$ cat config.mk
export PLATFORM = sky130hd
export DESIGN_NAME = fma_special_resolver
export DESIGN_NICKNAME = d
export VERILOG_FILES = /design/src/rtl/fmares_pkg.sv /design/src/rtl/fmares_classify.sv /design/src/rtl/fmares_nan_pick.sv /design/src/rtl/fmares_decide.sv /design/src/rtl/fma_special_resolver.sv
export SDC_FILE = /design/constraint.sdc
export NUM_CORES = 1
export LEC_CHECK = 0
export BUFFER_PORTS_ARGS = -buffer_cell sky130_fd_sc_hd__buf_2
export CAP_MARGIN = 5
export CORE_MARGIN = 2
export CORE_UTILIZATION = 35
export CTS_CLUSTER_DIAMETER = 200
export DETAILED_ROUTE_END_ITERATION = 12
export PLACE_DENSITY_LB_ADDON = 0.1
export SKIP_CTS_REPAIR_TIMING = 1
export SLEW_MARGIN = 40
export SYNTH_ARGS = -nofsm -noshare
export SYNTH_HDL_FRONTEND = slang
export SYNTH_SLANG_ARGS = --single-unit
$ cat constraint.sdc
create_clock -name clk -period 8.91 [get_ports clk]
set_input_delay 1.3365 -clock clk [delete_from_list [all_inputs] [get_ports clk]]
set_output_delay 1.3365 -clock clk [all_outputs]
set_load 0.01 [all_outputs]
$ cat src/rtl/fmares_pkg.sv
package fmares_pkg;

  typedef enum logic [2:0] {
    CLS_ZERO   = 3'd0,
    CLS_DENORM = 3'd1,
    CLS_NORMAL = 3'd2,
    CLS_INF    = 3'd3,
    CLS_QNAN   = 3'd4,
    CLS_SNAN   = 3'd5
  } op_class_e;

  localparam logic [1:0] RM_NEAREST  = 2'b00;
  localparam logic [1:0] RM_TO_ZERO  = 2'b01;
  localparam logic [1:0] RM_TO_POS   = 2'b10;
  localparam logic [1:0] RM_TO_NEG   = 2'b11;

  localparam int NUM_OPS = 3;
  localparam int IDX_Z   = 0;
  localparam int IDX_X   = 1;
  localparam int IDX_Y   = 2;

endpackage

$ cat src/rtl/fmares_classify.sv
module fmares_classify #(
  parameter int EXP_W  = 11,
  parameter int FRAC_W = 52,
  localparam int W     = 1 + EXP_W + FRAC_W
) (
  input  logic [W-1:0]          op,
  output fmares_pkg::op_class_e cls
);
  import fmares_pkg::*;

  logic [EXP_W-1:0]  exp_f;
  logic [FRAC_W-1:0] frac_f;

  assign exp_f  = op[W-2:FRAC_W];
  assign frac_f = op[FRAC_W-1:0];

  always_comb begin
    if (&exp_f) begin
      if (frac_f == '0)             cls = CLS_INF;
      else if (frac_f[FRAC_W-1])    cls = CLS_QNAN;
      else                          cls = CLS_SNAN;
    end else if (exp_f == '0) begin
      cls = (frac_f == '0) ? CLS_ZERO : CLS_DENORM;
    end else begin
      cls = CLS_NORMAL;
    end
  end

endmodule

$ cat src/rtl/fmares_nan_pick.sv
module fmares_nan_pick #(
  parameter int EXP_W  = 11,
  parameter int FRAC_W = 52,
  localparam int W     = 1 + EXP_W + FRAC_W,
  localparam int N     = fmares_pkg::NUM_OPS
) (
  input  logic [N-1:0][W-1:0]                ops,
  input  fmares_pkg::op_class_e [N-1:0]      cls,
  output logic                               nan_hit,
  output logic                               nan_invalid,
  output logic [W-1:0]                       nan_value
);
  import fmares_pkg::*;

  localparam logic [W-1:0] QUIET_MASK = W'(1) << (FRAC_W - 1);

  logic         snan_hit;
  logic         qnan_hit;
  logic [W-1:0] snan_val;
  logic [W-1:0] qnan_val;

  // Scan from the last operand down so the lowest index (z) wins.
  always_comb begin
    snan_hit = 1'b0;
    qnan_hit = 1'b0;
    snan_val = '0;
    qnan_val = '0;
    for (int i = N - 1; i >= 0; i--) begin
      if (cls[i] == CLS_SNAN) begin
        snan_hit = 1'b1;
        snan_val = ops[i] | QUIET_MASK;
      end
      if (cls[i] == CLS_QNAN) begin
        qnan_hit = 1'b1;
        qnan_val = ops[i];
      end
    end
  end

  assign nan_hit     = snan_hit | qnan_hit;
  assign nan_invalid = snan_hit;
  assign nan_value   = snan_hit ? snan_val : qnan_val;

endmodule

$ cat src/rtl/fmares_decide.sv
module fmares_decide #(
  parameter int EXP_W  = 11,
  parameter int FRAC_W = 52,
  localparam int W     = 1 + EXP_W + FRAC_W,
  parameter logic [W-1:0] INDEF_NAN = {1'b0, {EXP_W{1'b1}}, 1'b1, {(FRAC_W-1){1'b0}}}
) (
  input  fmares_pkg::op_class_e cls_z,
  input  fmares_pkg::op_class_e cls_x,
  input  fmares_pkg::op_class_e cls_y,
  input  logic                  sign_x,
  input  logic                  sign_y,
  input  logic                  neg_prod,
  input  logic [1:0]            rnd_mode,
  input  logic [W-1:0]          op_z,
  input  logic                  nan_hit,
  input  logic                  nan_invalid,
  input  logic [W-1:0]          nan_value,
  output logic                  determined,
  output logic                  invalid,
  output logic [W-1:0]          result
);
  import fmares_pkg::*;

  localparam logic [W-2:0] INF_MAG = {{EXP_W{1'b1}}, {FRAC_W{1'b0}}};

  logic eff_sign;
  logic sign_z;
  logic x_inf, y_inf, x_zero, y_zero, z_inf, z_zero;
  logic prod_bad, prod_inf, prod_zero;

  assign sign_z    = op_z[W-1];
  assign eff_sign  = sign_x ^ sign_y ^ neg_prod;
  assign x_inf     = (cls_x == CLS_INF);
  assign y_inf     = (cls_y == CLS_INF);
  assign x_zero    = (cls_x == CLS_ZERO);
  assign y_zero    = (cls_y == CLS_ZERO);
  assign z_inf     = (cls_z == CLS_INF);
  assign z_zero    = (cls_z == CLS_ZERO);
  assign prod_bad  = (x_inf & y_zero) | (x_zero & y_inf);
  assign prod_inf  = x_inf | y_inf;
  assign prod_zero = x_zero | y_zero;

  always_comb begin
    determined = 1'b1;
    invalid    = 1'b0;
    result     = '0;
    if (nan_hit) begin
      invalid = nan_invalid;
      result  = nan_value;
    end else if (prod_bad) begin
      invalid = 1'b1;
      result  = INDEF_NAN;
    end else if (prod_inf) begin
      if (z_inf && (sign_z != eff_sign)) begin
        invalid = 1'b1;
        result  = INDEF_NAN;
      end else begin
        result = {eff_sign, INF_MAG};
      end
    end else if (prod_zero) begin
      if (z_zero && (sign_z != eff_sign)) result = {(rnd_mode == RM_TO_NEG), {(W-1){1'b0}}};
      else                                 result = op_z;
    end else if (z_inf) begin
      result = op_z;
    end else begin
      determined = 1'b0;
    end
  end

endmodule

$ cat src/rtl/fma_special_resolver.sv
module fma_special_resolver #(
  parameter int EXP_W  = 11,
  parameter int FRAC_W = 52,
  parameter logic [1+EXP_W+FRAC_W-1:0] INDEF_NAN =
    {1'b0, {EXP_W{1'b1}}, 1'b1, {(FRAC_W-1){1'b0}}}
) (
  input  logic                       clk,
  input  logic                       rst,
  input  logic                       in_valid,
  input  logic [1+EXP_W+FRAC_W-1:0]  op_z,
  input  logic [1+EXP_W+FRAC_W-1:0]  op_x,
  input  logic [1+EXP_W+FRAC_W-1:0]  op_y,
  input  logic                       neg_prod,
  input  logic [1:0]                 rnd_mode,
  output logic                       out_valid,
  output logic                       out_special,
  output logic                       out_compute,
  output logic                       out_invalid,
  output logic [1+EXP_W+FRAC_W-1:0]  out_result
);
  import fmares_pkg::*;

  localparam int W = 1 + EXP_W + FRAC_W;
  localparam int N = NUM_OPS;

  logic                 valid_q;
  logic [N-1:0][W-1:0]  ops_q;
  logic                 neg_q;
  logic [1:0]           rm_q;
  op_class_e [N-1:0]    cls;
  logic                 nan_hit, nan_inv;
  logic [W-1:0]         nan_val;
  logic                 det, inv;
  logic [W-1:0]         res;

  always_ff @(posedge clk) begin
    if (rst) valid_q <= 1'b0;
    else     valid_q <= in_valid;
    if (in_valid) begin
      ops_q[IDX_Z] <= op_z;
      ops_q[IDX_X] <= op_x;
      ops_q[IDX_Y] <= op_y;
      neg_q        <= neg_prod;
      rm_q         <= rnd_mode;
    end
  end

  for (genvar i = 0; i < N; i++) begin : g_cls
    fmares_classify #(.EXP_W(EXP_W), .FRAC_W(FRAC_W)) u_cls (
      .op  (ops_q[i]),
      .cls (cls[i])
    );
  end

  fmares_nan_pick #(.EXP_W(EXP_W), .FRAC_W(FRAC_W)) u_nan (
    .ops         (ops_q),
    .cls         (cls),
    .nan_hit     (nan_hit),
    .nan_invalid (nan_inv),
    .nan_value   (nan_val)
  );

  fmares_decide #(.EXP_W(EXP_W), .FRAC_W(FRAC_W), .INDEF_NAN(INDEF_NAN)) u_dec (
    .cls_z       (cls[IDX_Z]),
    .cls_x       (cls[IDX_X]),
    .cls_y       (cls[IDX_Y]),
    .sign_x      (ops_q[IDX_X][W-1]),
    .sign_y      (ops_q[IDX_Y][W-1]),
    .neg_prod    (neg_q),
    .rnd_mode    (rm_q),
    .op_z        (ops_q[IDX_Z]),
    .nan_hit     (nan_hit),
    .nan_invalid (nan_inv),
    .nan_value   (nan_val),
    .determined  (det),
    .invalid     (inv),
    .result      (res)
  );

  assign out_valid   = valid_q;
  assign out_special = valid_q & det;
  assign out_compute = valid_q & ~det;
  assign out_invalid = valid_q & inv;
  assign out_result  = res;

  // valid follows the capture by one cycle
  assert_valid_follows_R1: assert property (@(posedge clk) disable iff (rst)
    in_valid |=> out_valid);
  assert_idle_follows_R1: assert property (@(posedge clk) disable iff (rst)
    !in_valid |=> !out_valid);
  // exactly one path when valid, none when idle
  assert_one_path_R2: assert property (@(posedge clk) disable iff (rst)
    out_valid |-> (out_special ^ out_compute));
  assert_no_path_idle_R2: assert property (@(posedge clk) disable iff (rst)
    !out_valid |-> (!out_special && !out_compute));
  // any NaN leaving the block is quiet
  assert_nan_quiet_R3: assert property (@(posedge clk) disable iff (rst)
    (out_special && (&out_result[W-2:FRAC_W]) && (out_result[FRAC_W-1:0] != '0))
      |-> out_result[FRAC_W-1]);
  // invalid only on a determined result
  assert_invalid_special_R5: assert property (@(posedge clk) disable iff (rst)
    out_invalid |-> out_special);
  // compute path carries no result and no flag
  assert_compute_clean_R11: assert property (@(posedge clk) disable iff (rst)
    out_compute |-> (out_result == '0 && !out_invalid));

endmodule

Word-level counts from Yosys, hierarchy flattened:

Index checks and enable logic that the tools add are counted.

* register bits after elaboration: 196
* input bits: 198
* output and inout bits: 68

* eq/ne operators: 11
* multiplexer cells: 44
* bitwise operators: 12
* reduce and logical (&&, ||, !) cells: 14

Operators by type and width (count)
* two-way mux 64 bit: 14
* logical NOT 52 bit: 3
* logical NOT 11 bit: 3
* AND reduction 11 bit: 3
* two-way mux 3 bit: 9
* two-way mux 1 bit: 21
* equality test 3 bit (second input constant): 6
* equality test 3 x 2 -> 1 bit (second input constant): 3
* logical NOT 3 bit: 3
* bitwise AND 1 bit: 5
* bitwise OR 1 bit: 4
* equality test 2 bit (second input constant): 1
* logical AND 1 bit: 2
* bitwise XOR 1 bit: 2
* != test 1 bit: 1
* NOT 1 bit: 1

Depth between registers and ports, before layout:

Gate-level depths: netlist of the first run.

* depth after elaboration: 12
* gate-level depth with buffers: 10
* gate-level depth less buffers: 7

Modules after synthesis:

A second synthesis of the first run with hierarchy kept.

* cells, all modules: 801
* area, all modules: 10232.3 um^2

Modules (own cells, without submodules)
* fma_special_resolver: instances 1, cells an instance 200, area an instance 5904.4 um^2, sequential area each 5875.6 um^2
* fmares_nan_pick: instances 1, cells an instance 385, area an instance 2695.1 um^2, sequential area each 0.0 um^2
* fmares_decide: instances 1, cells an instance 126, area an instance 1006.0 um^2, sequential area each 0.0 um^2
* fmares_classify: instances 3, cells an instance 30, area an instance 209.0 um^2, sequential area each 0.0 um^2

Worst setup path after synthesis of the first run:

OpenSTA, ideal clock, no wires.

* kind: flip-flop to output port
* start: register ops_q[65] in the netlist's numbering
* end: output port out_result[11]
* data arrival time: 2506 ps
* path slack: 5068 ps
* stages on the path, launching flop included: 10
* path buffers: 2
* path through: edfxtp_1 nor4_1 nand4_1 or4_1 buf_2 a2bb2o_4 mux2i_2 and2_0 clkbuf_1 o22a_1

* longest elaborated chain between the ends: 10

Ends and longest elaborated chain
* start, declared: RTL line fma_special_resolver.sv:27 `logic [N-1:0][W-1:0] ops_q;`
* start signal, assigned by index: RTL line fma_special_resolver.sv:40 `ops_q[IDX_Z] <= op_z;`
* start signal, assigned by index: RTL line fma_special_resolver.sv:41 `ops_q[IDX_X] <= op_x;`
* start signal, assigned by index: RTL line fma_special_resolver.sv:42 `ops_q[IDX_Y] <= op_y;`
* logical NOT 52 bit (*): RTL line fmares_classify.sv:19, fmares_classify.sv:23
* two-way mux 1 bit: RTL line fmares_classify.sv:23 `cls = (frac_f == '0) ? CLS_ZERO : CLS_DENORM;`
* two-way mux 3 bit: RTL line fmares_classify.sv:22 `end else if (exp_f == '0) begin`
* two-way mux 3 bit (*): RTL line fmares_classify.sv:18 `if (&exp_f) begin`
* logical NOT 3 bit: RTL line fmares_decide.sv:35 `assign x_zero = (cls_x == CLS_ZERO);`
* bitwise OR 1 bit: RTL line fmares_decide.sv:41 `assign prod_zero = x_zero | y_zero;`
* two-way mux 64 bit: RTL line fmares_decide.sv:60 `end else if (prod_zero) begin`
* two-way mux 64 bit: RTL line fmares_decide.sv:53 `end else if (prod_inf) begin`
* two-way mux 64 bit: RTL line fmares_decide.sv:50 `end else if (prod_bad) begin`
* two-way mux 64 bit (*): RTL line fmares_decide.sv:47 `if (nan_hit) begin`
* end, declared: RTL line fma_special_resolver.sv:19 `output logic [1+EXP_W+FRAC_W-1:0] out_result`

Every way passes the cells marked *; elsewhere a longest branch is shown, timed or not.

Worst setup path after layout of the first run:

* start: register ops_q[79] in the netlist's numbering
* end: output port out_result[3]

Same word-level chain as after synthesis.

==> results of run 1 <==
[worst max-delay path: cells and delay by family, from the launching register on]
family | cells | cell delay (ns)
compound gates | 3 | 1.21
buf+inv | 1 | 0.14
flops | 1 | 0.41
mux | 1 | 0.68
simple gates | 3 | 1.63
[stage by stage]
step                      hold WS (ns)  area [um2]
after floorplan                  1.408        8237
after global placement           1.501        9910
after detailed placement         1.501        9972
after CTS                        1.037       10590
after global routing             1.042       10600
final                            1.058       10600
[logic make-up (layout without fill, tap and decap cells)]
| family | count (synthesis) | count (layout) | synth area share |
|---|---|---|---|
| AOI/OAI and AO/OA | 115 | 115 | 0.1205 |
| buffers and inverters | 30 | 306 | 0.01762 |
| muxes | 2 | 2 | 0.003038 |
| other | 0 | 5 | 0 |
| xor gates and xnor gates | 2 | 2 | 0.003798 |
| DFF | 196 | 196 | 0.7134 |
| and+or+nand+nor | 208 | 208 | 0.1417 |
[layout make-up]
type,count,area [um2],area share
Antenna cell,5,12.51,0.001180
Clock buffer,17,425.4,0.04012
Sequential cell,196,5876,0.5541
Clock inverter,15,191.4,0.01805
Inverter,2,7.507,0.0007080
Timing Repair Buffer,272,1410,0.1330
Multi-Input combinational cell,327,2282,0.2152
Tap cell,319,399.1,0.03764
[worst paths after layout]
kind              slack, ns  cells after the start                    to           startpoint
hold / removal         1.06                      2  out_valid$_SDFF_PP0_                  rst
setup / recovery       3.01                      8         out_result[3]  ops_q[79]$_DFFE_PP_
[flip-flops by register name (all words and copies together), names as in the netlist]
name,count
neg_q,1
ops_q,192
out_valid,1
rm_q,2
[layer usage]
metal | vias to the layer above | part of all wire | routed length (um)
met4 | 6 | 0.027 | 700
met5 | - | 0.00084 | 22
li1 | 2836 | - | -
met2 | 318 | 0.48 | 12740
met1 | 3066 | 0.42 | 10970
met3 | 39 | 0.071 | 1881
[cells in the final DEF, fill, tap and decap left out, types with 2 or more instances in the layout]
cell type / n
nand3_1: 9
a211oi_1: 4
o2bb2ai_1: 7
buf_2: 264
and2_1: 43
and3_1: 2
nor2b_1: 2
edfxtp_1: 195
a2bb2oi_1: 4
a32o_1: 6
clkbuf_16: 18
a221o_1: 40
nand4_1: 13
a22oi_1: 10
nor4_4: 3
clkinv_8: 5
a221oi_1: 2
buf_4: 5
clkinvlp_4: 2
o22a_1: 6
nor4_2: 2
nor4_1: 53
nor3_2: 2
or2_2: 2
o32ai_1: 6
diode_2: 5
or3_1: 4
nand2_1: 35
nor3_1: 15
o21ai_0: 3
inv_8: 3
and4_1: 3
inv_1: 2
nor2_1: 15
inv_6: 2
a21oi_1: 15
[where the power goes]
part	switching, mW	internal [mW]	leakage, nW
logic	0.0420	0.0436	2.00
clock network	0.378	0.405	0.294
registers	0.0554	1.10	1.92
==> metrics.yaml, run 1 <==
placed_design:
  dp_hpwl_mm: 19.72
  dpl.cell_count: 1116
  dp_slack_ns: 3.452
  portBuffers: 265
  place.gp.congestion: 0.8477
clocking:
  cts.sink_count: 196
  cts_buffers: 17
  cts-root-buf: "clkbuf_16"
  htree_levels: 4
  clockBufferDepth: 2
  clkTransAtPathRegs_ns: 0.08
  cts_tree: "built"
critical_path:
  worstPathCellList: "nor4_1 -> nand4_1 -> or4_1 -> a2bb2o_4 -> mux2i_2 -> a21bo_4 -> a221o_1 -> buf_2"
  crit_fanout: 41
  worstPathRequired_ns: 7.57
  worst_path_max_delay_cell: "or4_1"
  max_stage_delay_ns: 0.85
  end_kind: "primary output"
  worst_setup_path_start_kind: "flip-flop"
  critPathKind: "flip-flop to primary output"
  critPathArrivalTime_ns: 4.57
sta:
  slew-limit-headroom: 0.4657
  period_needed_ns: 5.902
  tightest_slew_ns: 0.7859
  final_max_slew_viol_count: 0
  setup_viol_count_final: 0
  final_hold_viol_count: 0
  period_share: 0.6624
  setup_tns_ns: 0
  finalWorstSetupSlack_ns: 3.008
  rsz0062_at_grt: "false"
  fmax_ghz: 0.1694
power:
  power_leakage_nw: 4.215
  powerDensity_nw_per_um2: 190.7
  ir_worst_vdd_v: 0.0001010
  power_mw: 2.022
grt:
  grt_use_met1: 0.2722
  grt.overflow.total: 0
  grt_use_total: 0.2094
  busiest_layer: "met2"
  grt_pass1_vias: 6176
  met2_usage: 0.3383
  antenna_found_initial: 7
  grt_first_pass_wirelength_mm: 37.34
  met3_usage: 0.05341
  grt_max_degree: 117
final_layout:
  fin_cells: 1153
  fin_util: 0.4558
  syn2layout_area_growth_pct: 28.74
  drive_gt1_frac: 0.3872
  num-fill-cells: 2177
  final_nets: 1014
logic_synthesis:
  syn_nets: 751
  yosys.cell_count.top_type: "edfxtp_1"
  ys_seq_area_frac: 0.7134
  synth_cells: 553
  synthDistinctLibCells: 48
  synth.avg_cell_area_um2: 14.89
  yosysWarnings: 0
  synth_commonest_cells: "edfxtp_1, nor4_1, and2_1"
  synth_area_leaders: "edfxtp_1, a221o_1, nor4_1"
  yosys.area.top_type: "edfxtp_1"
  ys_ff_latch: 196
  ys.flop_type: "edfxtp_1"
  netlist_area_um2: 8237
  synthArstFlopShare: 0
  yosysTopAreaCellShare: 0.7109
  synth-edff-count: 195
detailed_routing:
  finalWirelength_mm: 26.31
  drc: 0
  drt_iter0_drc: 542
  dr.pass1.iters: 5
  ant_nets: 0
  wire_per_inst_um: 22.82
  vias_per_cell: 5.434
  vias: 6265
die:
  start_util: 0.3541
  die_h_um: 157.4
  die-area_um2: 24780
  coreArea_um2: 23260
  die_w_um: 157.4
  io_pins: 266
  rows: 56
worst_hold_path:
  min-delay-path-class: "input pin to flip-flop"
run:
  timing.max_cap.violations: 0
run_status:
  status: "finished clean"
No activity file was read; power rests on OpenSTA's default activity.
==> run 2, diff against run 1 <==
==> constraint.sdc (replaced) <==
create_clock -name clk -period 6 [get_ports clk]
set_input_delay 0.9 -clock clk [delete_from_list [all_inputs] [get_ports clk]]
set_output_delay 0.9 -clock clk [all_outputs]
set_load 0.01 [all_outputs]
==> run 2 against run 1 <==
Against the previous run:
- sequential power increased by 49%
- clock power increased by 51%
- via count decreased by 0.91%
- combinational power increased by 51%
- non-clock buffer count increased by 1
- worst hold slack got worse by 0.44 ns
- global-route usage increased by 0.10 points
- first-iteration DRC count decreased by 9.8%
- count of clock-buffer cells in the layout unchanged
- cell count decreased by 0.17%
==> metrics.yaml, run 2 (same netlist as run 1, synthesis figures left out) <==
run_status:
  status: "finished clean"
grt:
  grt_pass1_vias: 6294
  grt.overflow.total: 0
  antenna_found_initial: 3
  grt_first_pass_wirelength_mm: 37.57
  grt_use_total: 0.2104
  grt_max_degree: 116
sta:
  final_max_slew_viol_count: 0
  tightest_slew_ns: 0.7662
  timing.hold.ws_ns: 0.6211
  setup_tns_ns: 0
  fmax_ghz: 0.1934
  final_hold_viol_count: 0
  setup_viol_count_final: 0
  rsz0062_at_grt: "false"
  period_needed_ns: 5.171
  slew-limit-headroom: 0.4876
  finalWorstSetupSlack_ns: 0.8289
  period_share: 0.8619
final_layout:
  num-fill-cells: 2200
  drive_gt1_frac: 0.3880
  syn2layout_area_growth_pct: 28.80
  regMostFlops: "ops_q"
  fin_cells: 1151
  layout_common_cells: "buf_2, edfxtp_1, nor4_1"
  largest_reg_flops: 192
  multi_input_area_um2: 2287
  largestRegisters: "ops_q x192, rm_q x2"
  final_common_cell: "buf_2"
  final_nets: 1015
  regArea_um2: 5876
detailed_routing:
  vias: 6208
  drt_iter0_drc: 489
  finalWirelength_mm: 26.34
  drc: 0
  ant_nets: 0
  vias_per_cell: 5.394
  dr.pass1.iters: 5
  wire_per_inst_um: 22.88
placed_design:
  dp_slack_ns: 1.143
  dpl.cell_count: 1117
  place.gp.congestion: 0.8659
  dp_hpwl_mm: 19.72
  portBuffers: 265
run:
  timing.max_cap.violations: 0
die:
  rows: 56
  coreArea_um2: 23260
  io_pins: 266
  start_util: 0.3541
  die-area_um2: 24780
  die_w_um: 157.4
  die_h_um: 157.4
worst_hold_path:
  hold_start: "rst"
  holdPathStages: 2
  min-delay-path-class: "input pin to flip-flop"
  hold_end: "out_valid$_SDFF_PP0_"
critical_path:
  worst_setup_path_start_kind: "flip-flop"
  worst_path_max_delay_cell: "or4_1"
  max_stage_delay_ns: 0.84
  worstPathCellList: "nor4_1 -> nand4_1 -> or4_1 -> nand2_1 -> a31oi_1 -> a21bo_4 -> a221o_1 -> buf_2"
  end_kind: "primary output"
  critPathKind: "flip-flop to primary output"
  crit_fanout: 41
  path_buf_inv: 1
  path_delay_family: "simple AND/OR/NAND/NOR gates"
  critPathArrivalTime_ns: 4.27
  worstPathRequired_ns: 5.10
power:
  powerDensity_nw_per_um2: 284.6
  power_mw: 3.019
  ir_worst_vdd_v: 0.0001300
  power_leakage_nw: 4.211
clocking:
  clockBufferDepth: 2
  cts_tree: "built"
  cts-root-buf: "clkbuf_16"
  cts.sink_count: 196
  cts_buffers: 17
  clkTransAtPathRegs_ns: 0.09
  htree_levels: 4
## run 2: changes by cell type in the layout (fill, tap and decap cells not counted), sizes merged
cell,before,now
buf,271,272
bufinv,1,0
clkinv,7,9
clkinvlp,2,0
diode,5,2
inv,7,8
## run 2: report_power, final
| group | leakage (nW) | internal [mW] | total (mW) | switching (mW) |
|---|---|---|---|---|
| clock | 0.303 | 0.576 | 1.18 | 0.600 |
| combinational | 1.99 | 0.0651 | 0.129 | 0.0643 |
| sequential | 1.92 | 1.63 | 1.71 | 0.0831 |
| total | 4.21 | 2.27 | 3.02 | 0.748 |
## run 2: metal layers
layer	vias to the layer above	wire length, um	track usage
li1	2839	-	-
met1	3047	10800	0.2662
met2	287	13190	0.3527
met3	33	1848	0.05286
met4	2	487	0.07100
met5	-	13	0
## run 2: stage by stage
stage	util	area [um2]
final	0.4561	10610
after CTS	0.4553	10590
after global routing	0.4561	10610
after detailed placement	0.4282	9962
after global placement	0.4266	9925
after floorplan	-	8237
## run 2: cell type report
| type | count | share of cell area |
|---|---|---|
| flip-flops and latches | 196 | 0.5538 |
| multi-input cells | 327 | 0.2156 |
| repair buffers | 273 | 0.1326 |
| clock buffers | 17 | 0.04010 |
| well taps | 319 | 0.03762 |
| clock inverters | 15 | 0.01911 |
| inverters | 2 | 0.0007076 |
| diodes | 2 | 0.0004718 |
## run 2: worst max-delay path by stage
stage / start / endpoint / slack (ns) / cells after the start
3_5_place_dp: ops_q[73]$_DFFE_PP_ / out_result[9] / 1.14 / 8
4_1_cts: ops_q[73]$_DFFE_PP_ / out_result[9] / 0.63 / 8
2_1_floorplan: ops_q[65]$_DFFE_PP_ / out_result[11] / 2.59 / 9
6_report: ops_q[79]$_DFFE_PP_ / out_result[6] / 0.83 / 8
5_1_grt: ops_q[80]$_DFFE_PP_ / out_result[12] / 0.47 / 8
3_3_place_gp: ops_q[73]$_DFFE_PP_ / out_result[0] / 1.28 / 8
